--- config.mk ---
export PLATFORM = sky130hd
export DESIGN_NAME = ocref_gen
export DESIGN_NICKNAME = d
export VERILOG_FILES = /design/src/rtl/ocref_pkg.sv /design/src/rtl/ocref_mode_reg.sv /design/src/rtl/ocref_core.sv /design/src/rtl/ocref_combine.sv /design/src/rtl/ocref_gen.sv
export SDC_FILE = /design/constraint.sdc
export NUM_CORES = 1
export LEC_CHECK = 0
export BUFFER_PORTS_ARGS = -buffer_cell sky130_fd_sc_hd__buf_2
export CORE_ASPECT_RATIO = 0.9
export CORE_MARGIN = 2
export CORE_UTILIZATION = 25
export DETAILED_ROUTE_END_ITERATION = 12
export SETUP_SLACK_MARGIN = 0.1
export SYNTH_ARGS = -nofsm -noshare
export SYNTH_HDL_FRONTEND = slang
export SYNTH_HIERARCHICAL = 1
export SYNTH_SLANG_ARGS = --single-unit
--- constraint.sdc ---
create_clock -name clk -period 2.6 [get_ports clk]
set_input_delay 0.26 -clock clk [delete_from_list [all_inputs] [get_ports clk]]
set_output_delay 0.26 -clock clk [all_outputs]
set_load 0.02 [all_outputs]
--- src/rtl/ocref_pkg.sv ---
package ocref_pkg;

    localparam int MODE_W = 4;

    typedef enum logic [MODE_W-1:0] {
        OC_FROZEN = 4'd0,
        OC_SET    = 4'd1,
        OC_CLR    = 4'd2,
        OC_TOG    = 4'd3,
        OC_FLO    = 4'd4,
        OC_FHI    = 4'd5,
        OC_PWM1   = 4'd6,
        OC_PWM2   = 4'd7,
        OC_OPM1   = 4'd8,
        OC_OPM2   = 4'd9,
        OC_RSV_A  = 4'd10,
        OC_RSV_B  = 4'd11,
        OC_CMB1   = 4'd12,
        OC_CMB2   = 4'd13,
        OC_ASY1   = 4'd14,
        OC_ASY2   = 4'd15
    } oc_mode_e;

    typedef struct packed {
        logic eq;
        logic lt;
        logic gt;
    } cmp_s;

    // PWM level for the given polarity (inv=0 first polarity, inv=1 second)
    function automatic logic pwm_level(input logic inv, input logic down, input cmp_s c);
        logic lvl;
        lvl = down ? !c.gt : c.lt;
        return lvl ^ inv;
    endfunction

    function automatic logic is_second_pol(input oc_mode_e m);
        return (m == OC_PWM2) || (m == OC_OPM2) || (m == OC_CMB2) || (m == OC_ASY2);
    endfunction

    function automatic logic is_one_pulse(input oc_mode_e m);
        return (m == OC_OPM1) || (m == OC_OPM2);
    endfunction

endpackage

--- src/rtl/ocref_mode_reg.sv ---
module ocref_mode_reg
    import ocref_pkg::*;
(
    input  logic              clk,
    input  logic              rst,
    input  logic              wr,
    input  logic [MODE_W-1:0] wdata,
    input  logic              preload_en,
    input  logic              commute,
    input  logic              lock,
    input  logic              is_out,
    output oc_mode_e          active_q
);

    oc_mode_e shadow_q;
    logic     wr_ok;

    assign wr_ok = wr && !(lock && is_out);

    always_ff @(posedge clk) begin
        if (rst) begin
            shadow_q <= OC_FROZEN;
            active_q <= OC_FROZEN;
        end else begin
            if (wr_ok) begin
                shadow_q <= oc_mode_e'(wdata);
            end
            if (preload_en) begin
                if (commute) begin
                    active_q <= shadow_q;
                end
            end else if (wr_ok) begin
                active_q <= oc_mode_e'(wdata);
            end
        end
    end

    assert_preload_hold_R12: assert property (@(posedge clk) disable iff (rst)
        (preload_en && !commute) |=> $stable(active_q));

    assert_lock_hold_R13: assert property (@(posedge clk) disable iff (rst)
        (lock && is_out && !(preload_en && commute)) |=> $stable(active_q));

    assert_lock_shadow_R13: assert property (@(posedge clk) disable iff (rst)
        (lock && is_out) |=> $stable(shadow_q));

endmodule

--- src/rtl/ocref_core.sv ---
module ocref_core
    import ocref_pkg::*;
#(
    parameter int CNT_W = 8
) (
    input  logic             clk,
    input  logic             rst,
    input  oc_mode_e         mode,
    input  logic [CNT_W-1:0] cnt,
    input  logic [CNT_W-1:0] cmp_val,
    input  logic             cnt_down,
    input  logic             trig,
    input  logic             upd,
    output logic             ref_q
);

    cmp_s c;
    logic armed_q;
    logic armed_nxt;
    logic ref_nxt;
    logic idle_lvl;

    always_comb begin
        c.eq = (cnt == cmp_val);
        c.lt = (cnt < cmp_val);
        c.gt = (cnt > cmp_val);
    end

    always_comb begin
        if (is_one_pulse(mode)) begin
            armed_nxt = trig ? 1'b1 : (upd ? 1'b0 : armed_q);
        end else begin
            armed_nxt = 1'b0;
        end
        // Idle level of a one-pulse mode: first polarity is high counting up
        idle_lvl = (!cnt_down) ^ is_second_pol(mode);
    end

    always_comb begin
        ref_nxt = ref_q;
        case (mode)
            OC_SET:  if (c.eq) ref_nxt = 1'b1;
            OC_CLR:  if (c.eq) ref_nxt = 1'b0;
            OC_TOG:  if (c.eq) ref_nxt = !ref_q;
            OC_FLO:  ref_nxt = 1'b0;
            OC_FHI:  ref_nxt = 1'b1;
            OC_PWM1, OC_PWM2, OC_CMB1, OC_CMB2, OC_ASY1, OC_ASY2:
                ref_nxt = pwm_level(is_second_pol(mode), cnt_down, c);
            OC_OPM1, OC_OPM2:
                ref_nxt = armed_nxt ? pwm_level(is_second_pol(mode), cnt_down, c) : idle_lvl;
            default: ref_nxt = ref_q;
        endcase
    end

    always_ff @(posedge clk) begin
        if (rst) begin
            ref_q   <= 1'b0;
            armed_q <= 1'b0;
        end else begin
            ref_q   <= ref_nxt;
            armed_q <= armed_nxt;
        end
    end

    assert_frozen_hold_R2: assert property (@(posedge clk) disable iff (rst)
        (mode == OC_FROZEN || mode == OC_RSV_A || mode == OC_RSV_B) |=> $stable(ref_q));

    assert_set_match_R3: assert property (@(posedge clk) disable iff (rst)
        (mode == OC_SET && cnt == cmp_val) |=> ref_q);

    assert_toggle_match_R4: assert property (@(posedge clk) disable iff (rst)
        (mode == OC_TOG && cnt == cmp_val) |=> (ref_q != $past(ref_q)));

    assert_force_high_R5: assert property (@(posedge clk) disable iff (rst)
        (mode == OC_FHI) |=> ref_q);

    assert_force_low_R5: assert property (@(posedge clk) disable iff (rst)
        (mode == OC_FLO) |=> !ref_q);

    assert_opm_idle_R8: assert property (@(posedge clk) disable iff (rst)
        (mode == OC_OPM1 && !trig && !armed_q && !cnt_down) |=> ref_q);

endmodule

--- src/rtl/ocref_combine.sv ---
module ocref_combine
    import ocref_pkg::*;
(
    input  oc_mode_e mode,
    input  logic     ref_in,
    input  logic     pair_ref,
    input  logic     cnt_down,
    output logic     refc
);

    always_comb begin
        case (mode)
            OC_CMB1:          refc = ref_in | pair_ref;
            OC_CMB2:          refc = ref_in & pair_ref;
            OC_ASY1, OC_ASY2: refc = cnt_down ? pair_ref : ref_in;
            default:          refc = ref_in;
        endcase
    end

endmodule

--- src/rtl/ocref_gen.sv ---
module ocref_gen
    import ocref_pkg::*;
#(
    parameter int CNT_W = 8
) (
    input  logic              clk,
    input  logic              rst,
    input  logic [CNT_W-1:0]  cnt,
    input  logic              cnt_down,
    input  logic [CNT_W-1:0]  cmp_val,
    input  logic              mode_wr,
    input  logic [MODE_W-1:0] mode_wdata,
    input  logic              preload_en,
    input  logic              commute,
    input  logic              lock,
    input  logic              chan_is_output,
    input  logic              trig,
    input  logic              upd,
    input  logic              pair_ref,
    output logic              ref_out,
    output logic              refc_out
);

    oc_mode_e active_mode;

    ocref_mode_reg u_mode (
        .clk        (clk),
        .rst        (rst),
        .wr         (mode_wr),
        .wdata      (mode_wdata),
        .preload_en (preload_en),
        .commute    (commute),
        .lock       (lock),
        .is_out     (chan_is_output),
        .active_q   (active_mode)
    );

    ocref_core #(.CNT_W(CNT_W)) u_core (
        .clk      (clk),
        .rst      (rst),
        .mode     (active_mode),
        .cnt      (cnt),
        .cmp_val  (cmp_val),
        .cnt_down (cnt_down),
        .trig     (trig),
        .upd      (upd),
        .ref_q    (ref_out)
    );

    ocref_combine u_comb (
        .mode     (active_mode),
        .ref_in   (ref_out),
        .pair_ref (pair_ref),
        .cnt_down (cnt_down),
        .refc     (refc_out)
    );

endmodule

# Word level (Yosys, flattened, before mapping)
# Cells that the tools add are included.
[totals]
reg_bits = 10
inputBits = 31
wordCells = 59
[op_classes]
magnitude_cmp = 2
eq_ne = 18
mux = 14
bitwise = 4
reduce_logical = 17
[op_table]
columns = ["op", "count"]
rows = [
  ["equality test 4 bit, second input constant", 6],
  ["equality test 4 x 3 -> 1 bit, second input constant", 4],
  ["two-way mux 4 bit", 3],
  ["two-way mux 1 bit", 9],
  ["equality test 4 x 2 -> 1 bit, second input constant", 2],
  ["equality test 8 bit", 1],
  ["> comparator 8 bit", 1],
  ["< comparator 8 bit", 1],
  ["inequality test 2 x 1 -> 1 bit, second input constant", 4],
  ["one-hot mux 1 bit (7 select lines)", 1],
  ["nonzero test 7 bit", 1],
  ["OR reduction 6 bit", 1],
  ["equality test 4 x 1 -> 1 bit, second input constant", 1],
  ["zero test 1 bit", 4],
  ["logical OR 1 bit", 4],
  ["AND reduction 4 bit", 1],
  ["OR reduction 2 bit", 2],
  ["one-hot mux 1 bit (3 select lines)", 1],
  ["logical AND 1 bit", 2],
  ["AND reduction 2 bit", 1],
  ["nonzero test 2 bit", 1],
  ["bitwise XOR 1 bit", 2],
  ["bitwise AND 1 bit", 1],
  ["OR 1 bit", 1],
]

# Logic depth before layout (Yosys ltp)
# Gate-level depths: netlist of run 1.
[logic_depth]
ltp_word = 7
depth_mapped = 8

# By module
# Netlist of run 1, hierarchy kept.
[by_module_without_submodules]
columns = ["module", "instances", "cells_each", "area_each_um2", "seq_area_each_um2"]
rows = [
  ["ocref_core", 1, 58, 442.9, 40.0],
  ["ocref_mode_reg", 1, 37, 410.4, 160.2],
  ["ocref_combine", 1, 8, 43.8, 0.0],
]

# Worst setup path after synthesis of run 1
# No wires, ideal clock.
[synth_path]
path_type = "input-to-reg"
start = "input port cmp_val[7]"
end = "register u_core.ref_q"
setup_time_ns = 0.130
arrival_ns = 1.357
t_required_ns = 2.470
path_slack_ns = 1.114
stages = 8
n_path_buf = 0
path_cell_list = "inv_1 > ha_1 > nand4_2 > or2_0 > nor3b_1 > o31ai_1 > o21ai_1 > o211ai_1"
[synth_via]
elab_chain_cells = 6
elab_cells_between_ends = 12
classes_between = "order compare: 2; eq/ne: 4; mux: 3; bitwise: 1; reduce/logical: 2"
[synth_rtl]
columns = ["element", "line", "source"]
rows = [
  ["start: declaration", "ocref_gen.sv:10", "input logic [CNT_W-1:0] cmp_val,"],
  ["> comparator 8 bit", "ocref_core.sv:26", "c.gt = (cnt > cmp_val);"],
  ["zero test 1 bit", "ocref_pkg.sv:33", "lvl = down ? !c.gt : c.lt;"],
  ["two-way mux 1 bit", "ocref_pkg.sv:33", ""],
  ["bitwise XOR 1 bit", "ocref_pkg.sv:34", "return lvl ^ inv;"],
  ["two-way mux 1 bit", "ocref_core.sv:50", "ref_nxt = armed_nxt ? pwm_level(is_second_pol(mode), cnt_down, c) : idle_lvl;"],
  ["one-hot mux 1 bit (7 select lines)", "ocref_core.sv:41", "case (mode)"],
  ["end signal: assignment", "ocref_core.sv:60", "ref_q <= ref_nxt;"],
  ["end: declaration", "ocref_core.sv:14", "output logic ref_q"],
]
# Several ways; a longest one is shown, not always the timed one.
# A chain may end at the register's enable or synchronous reset.

# Final worst setup path of run 1
[layout_path]
start = "register u_mode.active_q[1]"
end = "output port refc_out"
[layout_via]
elab_chain_cells = 3
elab_cells_between_ends = 6
classes_between = "eq/ne: 4; mux: 1; reduce/logical: 1"
[layout_rtl]
columns = ["element", "line", "source"]
rows = [
  ["start: declaration", "ocref_mode_reg.sv:12", "output oc_mode_e active_q"],
  ["start signal: assignment", "ocref_mode_reg.sv:30", "active_q <= shadow_q;"],
  ["start signal: assignment", "ocref_mode_reg.sv:33", "active_q <= oc_mode_e'(wdata);"],
  ["equality test 4 bit", "ocref_combine.sv:12", "case (mode)"],
  ["OR reduction 2 bit", "ocref_combine.sv:12", ""],
  ["one-hot mux 1 bit (3 select lines) (*)", "ocref_combine.sv:12", ""],
  ["end: declaration", "ocref_gen.sv:21", "output logic refc_out"],
]
# Mark *: on every way between the ends. The rest lies on a longest branch, timed or not.

==> results of run 1 <==
[kinds of logic after synthesis]
| group | Yosys count | synth area share (%) |
|---|---|---|
| compound gates | 35 | 29.57 |
| mux | 9 | 10.60 |
| buf+inv | 13 | 6.834 |
| xor+xnor | 1 | 0.9765 |
| simple gates | 27 | 18.55 |
| flops | 10 | 22.31 |
| fa+ha+maj | 8 | 11.16 |
[path summary, 6_finish.rpt]
kind,slack [ns],start,end
worst max-delay path,0.98,u_mode/active_q[1],refc_out
worst min-delay path,0.28,mode_wdata[3],u_mode/shadow_q[3]
worst max register to register,1.12,u_mode/active_q[3],u_core/ref_q
worst min register to register,0.50,u_mode/shadow_q[3],u_mode/shadow_q[3]
[power by group]
group / switching (mW) / total (mW) / internal (mW)
Sequential: 0.0173 / 0.183 / 0.166
Combinational: 0.0735 / 0.145 / 0.0710
Clock: 0.0633 / 0.197 / 0.133
[worst reg2reg max path: stages, from the launching register on]
cell and delay [ns]:
sky130_fd_sc_hd__dfxtp_1 0.45, sky130_fd_sc_hd__nor2b_4 0.23, sky130_fd_sc_hd__o211ai_2 0.14, sky130_fd_sc_hd__a21boi_0 0.21, sky130_fd_sc_hd__o31ai_1 0.11, sky130_fd_sc_hd__o21ai_1 0.13
sky130_fd_sc_hd__o211ai_1 0.09
[layout make-up]
| type | instances | area (um2) |
|---|---|---|
| Clock buffer | 4 | 55.05 |
| Fill cell | 379 | 2251 |
| Inverter | 11 | 46.29 |
| Multi-Input combinational cell | 80 | 635.6 |
| Sequential cell | 10 | 200.2 |
| Tap cell | 44 | 55.05 |
| Timing Repair Buffer | 32 | 160.2 |
[cells in the mapped netlist (all sizes together)]
master / instances / share of area [%]
a21o: 4 / 3.9
ha: 8 / 11
mux2i: 8 / 8.9
nand2: 3 / 1.3
or2: 1 / 0.70
o211ai: 4 / 3.9
nor2b: 4 / 3.6
buf: 2 / 1.7
a21oi: 9 / 5.4
nor3b: 2 / 1.7
a211oi: 6 / 7.3
mux2: 1 / 1.7
dfxtp: 10 / 22
o31ai: 1 / 0.84
nand4b: 1 / 0.98
o2111a: 1 / 1.3
nand4: 2 / 2.8
o21bai: 1 / 0.84
a21boi: 2 / 2.1
nor3: 4 / 2.8
nand2b: 2 / 1.4
xnor2: 1 / 0.98
a31oi: 1 / 0.70
o21ai: 6 / 3.3
nor2: 8 / 3.3
inv: 11 / 5.2
[flip-flops by register name, indices dropped and copies added, names as in the netlist]
register and count:
u_mode/active_q 4, u_mode/shadow_q 4, u_core/armed_q 1, u_core/ref_q 1
[stage by stage]
| stage | hold slack, ns | area (um2) | setup WS (ns) |
|---|---|---|---|
| 2_1_floorplan | 0.3324 | 897.1 | 1.114 |
| 3_3_place_gp | 0.4737 | 1097 | 0.9304 |
| 3_5_place_dp | 0.4835 | 1097 | 0.9127 |
| 4_1_cts | 0.2728 | 1152 | 0.9568 |
| 5_1_grt | 0.2895 | 1152 | 0.8518 |
| 6_report | 0.2816 | 1152 | 0.9758 |
[layer usage]
metal  vias up  GRT usage (%)  wire (um)
met5         -              0          0
met4         0          4.373         27
met3         4          3.711        193
met2        27          21.22        924
met1       373          11.09        860
li1        445              -          -
==> flow_summary.toml, run 1 <==
[placed_design]
portBuffers = 32
final_weighted_congestion_of_routability_driven_global_placement = 0.7645
place_hpwl_mm = 1.654
place.detailed.instances = 177

[clock_tree]
number_of_h_tree_levels = 1
clock_tree.buffer_depth = 2
post_cts.repair.setup_buffers = 0
tritoncts_clock_tree = "built"
cts-hold-fix-buffers = 0
clk-insertion-delay-late_ns = 0.24
root_buffer = "sky130_fd_sc_hd__clkbuf_8"
cts-buffers-inserted = 3
clock_slew_seen_by_the_registers_of_the_worst_setup_and_hold_paths_ns = 0.05
clkSinkCount = 10
ctsResizeCount = 0

[global_route]
antenna_found_initial = 0
wire_length_of_the_first_global_routing_pass_mm = 3.387
largest_net_degree_at_the_start_of_global_routing = 11
grt_pass1_vias = 867
groute.usage.overall_pct = 11.09
gr-total-overflow = 0

[timing]
slew_headroom_pct = 67.39
timing_hold_violations_final = 0
period_needed_ns = 1.624
drv_slew = 0
rsz0062_at_grt = "no"
post_route_fraction_of_the_period_consumed_by_the_critical_path_pct = 62.47
setup_tns_ns = 0
finalSetupViolCount = 0
tightestPinTransition_ns = 0.4863
skew_final_ns = 0.001206
max_clock_freq_mhz = 615.7

[final_layout]
finalCoreUtilization_pct = 33.86
drive_above_1_share_pct = 38.69
fin_cells = 181
syn_to_final_growth_pct = 28.45
inserted_diodes = 0
final_net_count = 177
layout_commonest_cell = "sky130_fd_sc_hd__buf_2"
mostFrequentLayoutCells = "32 x sky130_fd_sc_hd__buf_2, 10 x sky130_fd_sc_hd__inv_1, 10 x sky130_fd_sc_hd__dfxtp_1"

[synthesis]
synthesis.area_um2 = 897.1
syn_inst = 103
synthesis.nets = 142
postSynthRegisterBits = 10
synth.distinct_cells = 35
synth_sequential_area_ratio_pct = 22.32
synth_area_per_cell_um2 = 8.710
synth_warnings = 6

[drt]
drcViolationCount = 0
drtAntennaViolNets = 0
first_pass_iters = 4
via_total_after_detailed_routing = 849
dr.first_iter.drc_count = 21
finalWirelength_mm = 2.005
drt-vias-per-instance = 4.691
avgRoutedWirePerCell_um = 11.08

[die]
chipHeight_um = 60.83
placement_rows = 20
ioPinCount = 33
initial_utilization_pct = 26.36
core_outline_area_um2 = 3403
dieArea_um2 = 4084
die_width_um = 67.15

[worst_setup_path]
critical-path-slowest-cell = "sky130_fd_sc_hd__dfxtp_1"
timing_worst_setup_path_type = "flop to output pin"
worstPathCellList = "nand2b_1 -> a21oi_1 -> nor3_1 -> buf_2"
cp.arrival_ns = 1.36
path_max_fanout = 10
required_time_of_the_critical_path_ns = 2.34
r2r.worst_path.cells = 6
crit_path_end_kind = "output pin"
startpoint_type = "flop"
critical_path_cell_count = 4
max_stage_delay_ns = 0.52
worst_path_dominant_cell_family = "flip-flops"
buffering_stage_count_on_the_worst_path_with_inverters_included = 1

[run]
maxCapViolations = 0

[hold_path]
whs_path_depth = 3
min_path_type = "input pin to flop"

[power]
leakage_power_summed_over_all_cells_nw = 0.5349
peak_supply_drop_v = 0.0002540
post-layout-total-power_mw = 0.5239
power.density_nw_per_um2 = 454.6

[outcome]
run_status = "complete, no violations"
Note: power is estimated with default switching activity, not from simulation.
==> run 2, diff against run 1 <==
clock period = 1.5 ns   (was 2.6 ns; I/O delays follow)
==> flow_summary.toml, run 2 (same netlist as run 1, synthesis figures left out) <==
[timing]
timing_hold_violations_final = 0
tightestPinTransition_ns = 0.4924
fin_ws_ns = 0.1684
period_needed_ns = 1.332
slew_headroom_pct = 66.98
drv_slew = 0
post_route_fraction_of_the_period_consumed_by_the_critical_path_pct = 88.77
max_clock_freq_mhz = 751.0
setup_tns_ns = 0
hold_slack_ns = 0.1761
finalSetupViolCount = 0
skew_final_ns = 0.001775
rsz0062_at_grt = "yes"

[worst_setup_path]
crit_path_end_kind = "output pin"
path_max_fanout = 6
startpoint_type = "flop"
timing_worst_setup_path_type = "flop to output pin"
critical-path-slowest-cell = "sky130_fd_sc_hd__dfxtp_4"
worst_r2r_startpoint = "u_mode/active_q[3]"
required_time_of_the_critical_path_ns = 1.35
worstPathCellList = "nand2b_4 -> a21oi_2 -> nor3_1 -> buf_2"
r2r.worst_path.cells = 7
cp.arrival_ns = 1.18
timing.reg2reg.setup_slack_ns = 0.19
max_stage_delay_ns = 0.39
endpoint_of_the_most_critical_register_to_register_path = "u_core/ref_q"

[power]
leakage_power_summed_over_all_cells_nw = 0.5600
power.density_nw_per_um2 = 685.8
peak_supply_drop_v = 0.0005088

[clock_tree]
cts-hold-fix-buffers = 0
root_buffer = "sky130_fd_sc_hd__clkbuf_8"
clock_slew_seen_by_the_registers_of_the_worst_setup_and_hold_paths_ns = 0.05
cts-buffers-inserted = 3
clkSinkCount = 10
clock_tree.buffer_depth = 2
tritoncts_clock_tree = "built"
number_of_h_tree_levels = 1
clk-insertion-delay-late_ns = 0.24

[drt]
drt-vias-per-instance = 4.914
via_total_after_detailed_routing = 914
finalWirelength_mm = 2.333
avgRoutedWirePerCell_um = 12.54
drcViolationCount = 0
first_pass_iters = 4
drtAntennaViolNets = 0
dr.first_iter.drc_count = 18

[hold_path]
worst_hold_path.endpoint = "u_mode/shadow_q[1]"
hold_path.startpoint = "mode_wdata[1]"
min_path_type = "input pin to flop"
whs_path_depth = 3

[global_route]
largest_net_degree_at_the_start_of_global_routing = 11
groute.usage.overall_pct = 11.65
wire_length_of_the_first_global_routing_pass_mm = 3.657
grt_pass1_vias = 893
gr-total-overflow = 0
antenna_found_initial = 0

[final_layout]
drive_above_1_share_pct = 57.75
top_regs = "u_mode/active_q: 4 flops, u_mode/shadow_q: 4 flops"
mostFrequentLayoutCells = "28 x sky130_fd_sc_hd__buf_2, 8 x sky130_fd_sc_hd__nor2_1, 8 x sky130_fd_sc_hd__ha_4, 8 x sky130_fd_sc_hd__mux2i_1"
final_net_count = 183
inserted_diodes = 0
final_design_area_no_fill_um2 = 1374
layout_commonest_cell = "sky130_fd_sc_hd__buf_2"
finalCoreUtilization_pct = 40.37
fillerInstances = 345
syn_to_final_growth_pct = 53.14

[placed_design]
place_hpwl_mm = 1.749
portBuffers = 32
post_dp_cell_area_um2 = 1120
detailedPlace.worstSlack_ns = -0.1137
final_weighted_congestion_of_routability_driven_global_placement = 0.7644

[die]
core_outline_area_um2 = 3403
initial_utilization_pct = 26.36
placement_rows = 20
ioPinCount = 33
dieArea_um2 = 4084
die_width_um = 67.15
chipHeight_um = 60.83

[outcome]
run_status = "complete, no violations"

[run]
maxCapViolations = 0
run 2: power breakdown:
part           internal (mW)  leakage [nW]  total [mW]  switching (mW)
sequential             0.288        0.0840       0.316          0.0281
clock                  0.176        0.0216       0.280           0.104
combinational          0.178         0.454       0.347           0.169
run 2: how the worst max path moves through the flow:
stage / to / from / slack, ns / depth (start not counted)
global route: u_core/ref_q / cmp_val[6] / 0.09 / 9
CTS: u_core/ref_q / cnt[1] / 0.13 / 8
floorplan: u_core/ref_q / cmp_val[7] / 0.12 / 8
finish: refc_out / u_mode/active_q[1] / 0.17 / 4
global placement: u_core/ref_q / cnt[1] / -0.03 / 8
detailed placement: u_core/ref_q / cnt[1] / -0.11 / 8
run 2: final cells by class:
| class | instances | area [um2] | area share [%] |
|---|---|---|---|
| Sequential cell | 10 | 209.0 | 15.21 |
| Tap cell | 44 | 55.05 | 4.007 |
| Timing Repair Buffer | 38 | 231.5 | 16.85 |
| Multi-Input combinational cell | 80 | 790.8 | 57.56 |
| Inverter | 11 | 46.29 | 3.370 |
| Clock buffer | 3 | 41.29 | 3.005 |
run 2: layer usage:
metal / share of wire [%] / vias up / track usage, %
li1: - / 458 / -
met1: 44 / 421 / 12.81
met2: 49 / 33 / 22.21
met3: 7.2 / 2 / 3.896
met4: 0.43 / 0 / 1.749
met5: 0 / - / 0
run 2: per-stage QoR:
step	power, mW	cells
after floorplan	0.4905	103
after global placement	0.5708	180
after detailed placement	0.5845	180
after CTS	0.8725	183
after global routing	1.010	186
final	0.9422	186
run 2: repair_timing:
action / CTS / global route
endpoints found under the setup margin: 2 / 2
cloned: 0 / 0
gates resized for setup: 4 / 33
pin swaps: 0 / 17
hold endpoints to repair: 0 / 0
buffers inserted: 0 / 3
run 2: worst max-delay path, delay by kind of cell, from the launching register on:
| family | cells | cell delay [ns] |
|---|---|---|
| buffers and inverters | 1 | 0.19 |
| AOI/OAI and AO/OA | 1 | 0.05 |
| and+or+nand+nor | 2 | 0.32 |
| DFF | 1 | 0.39 |
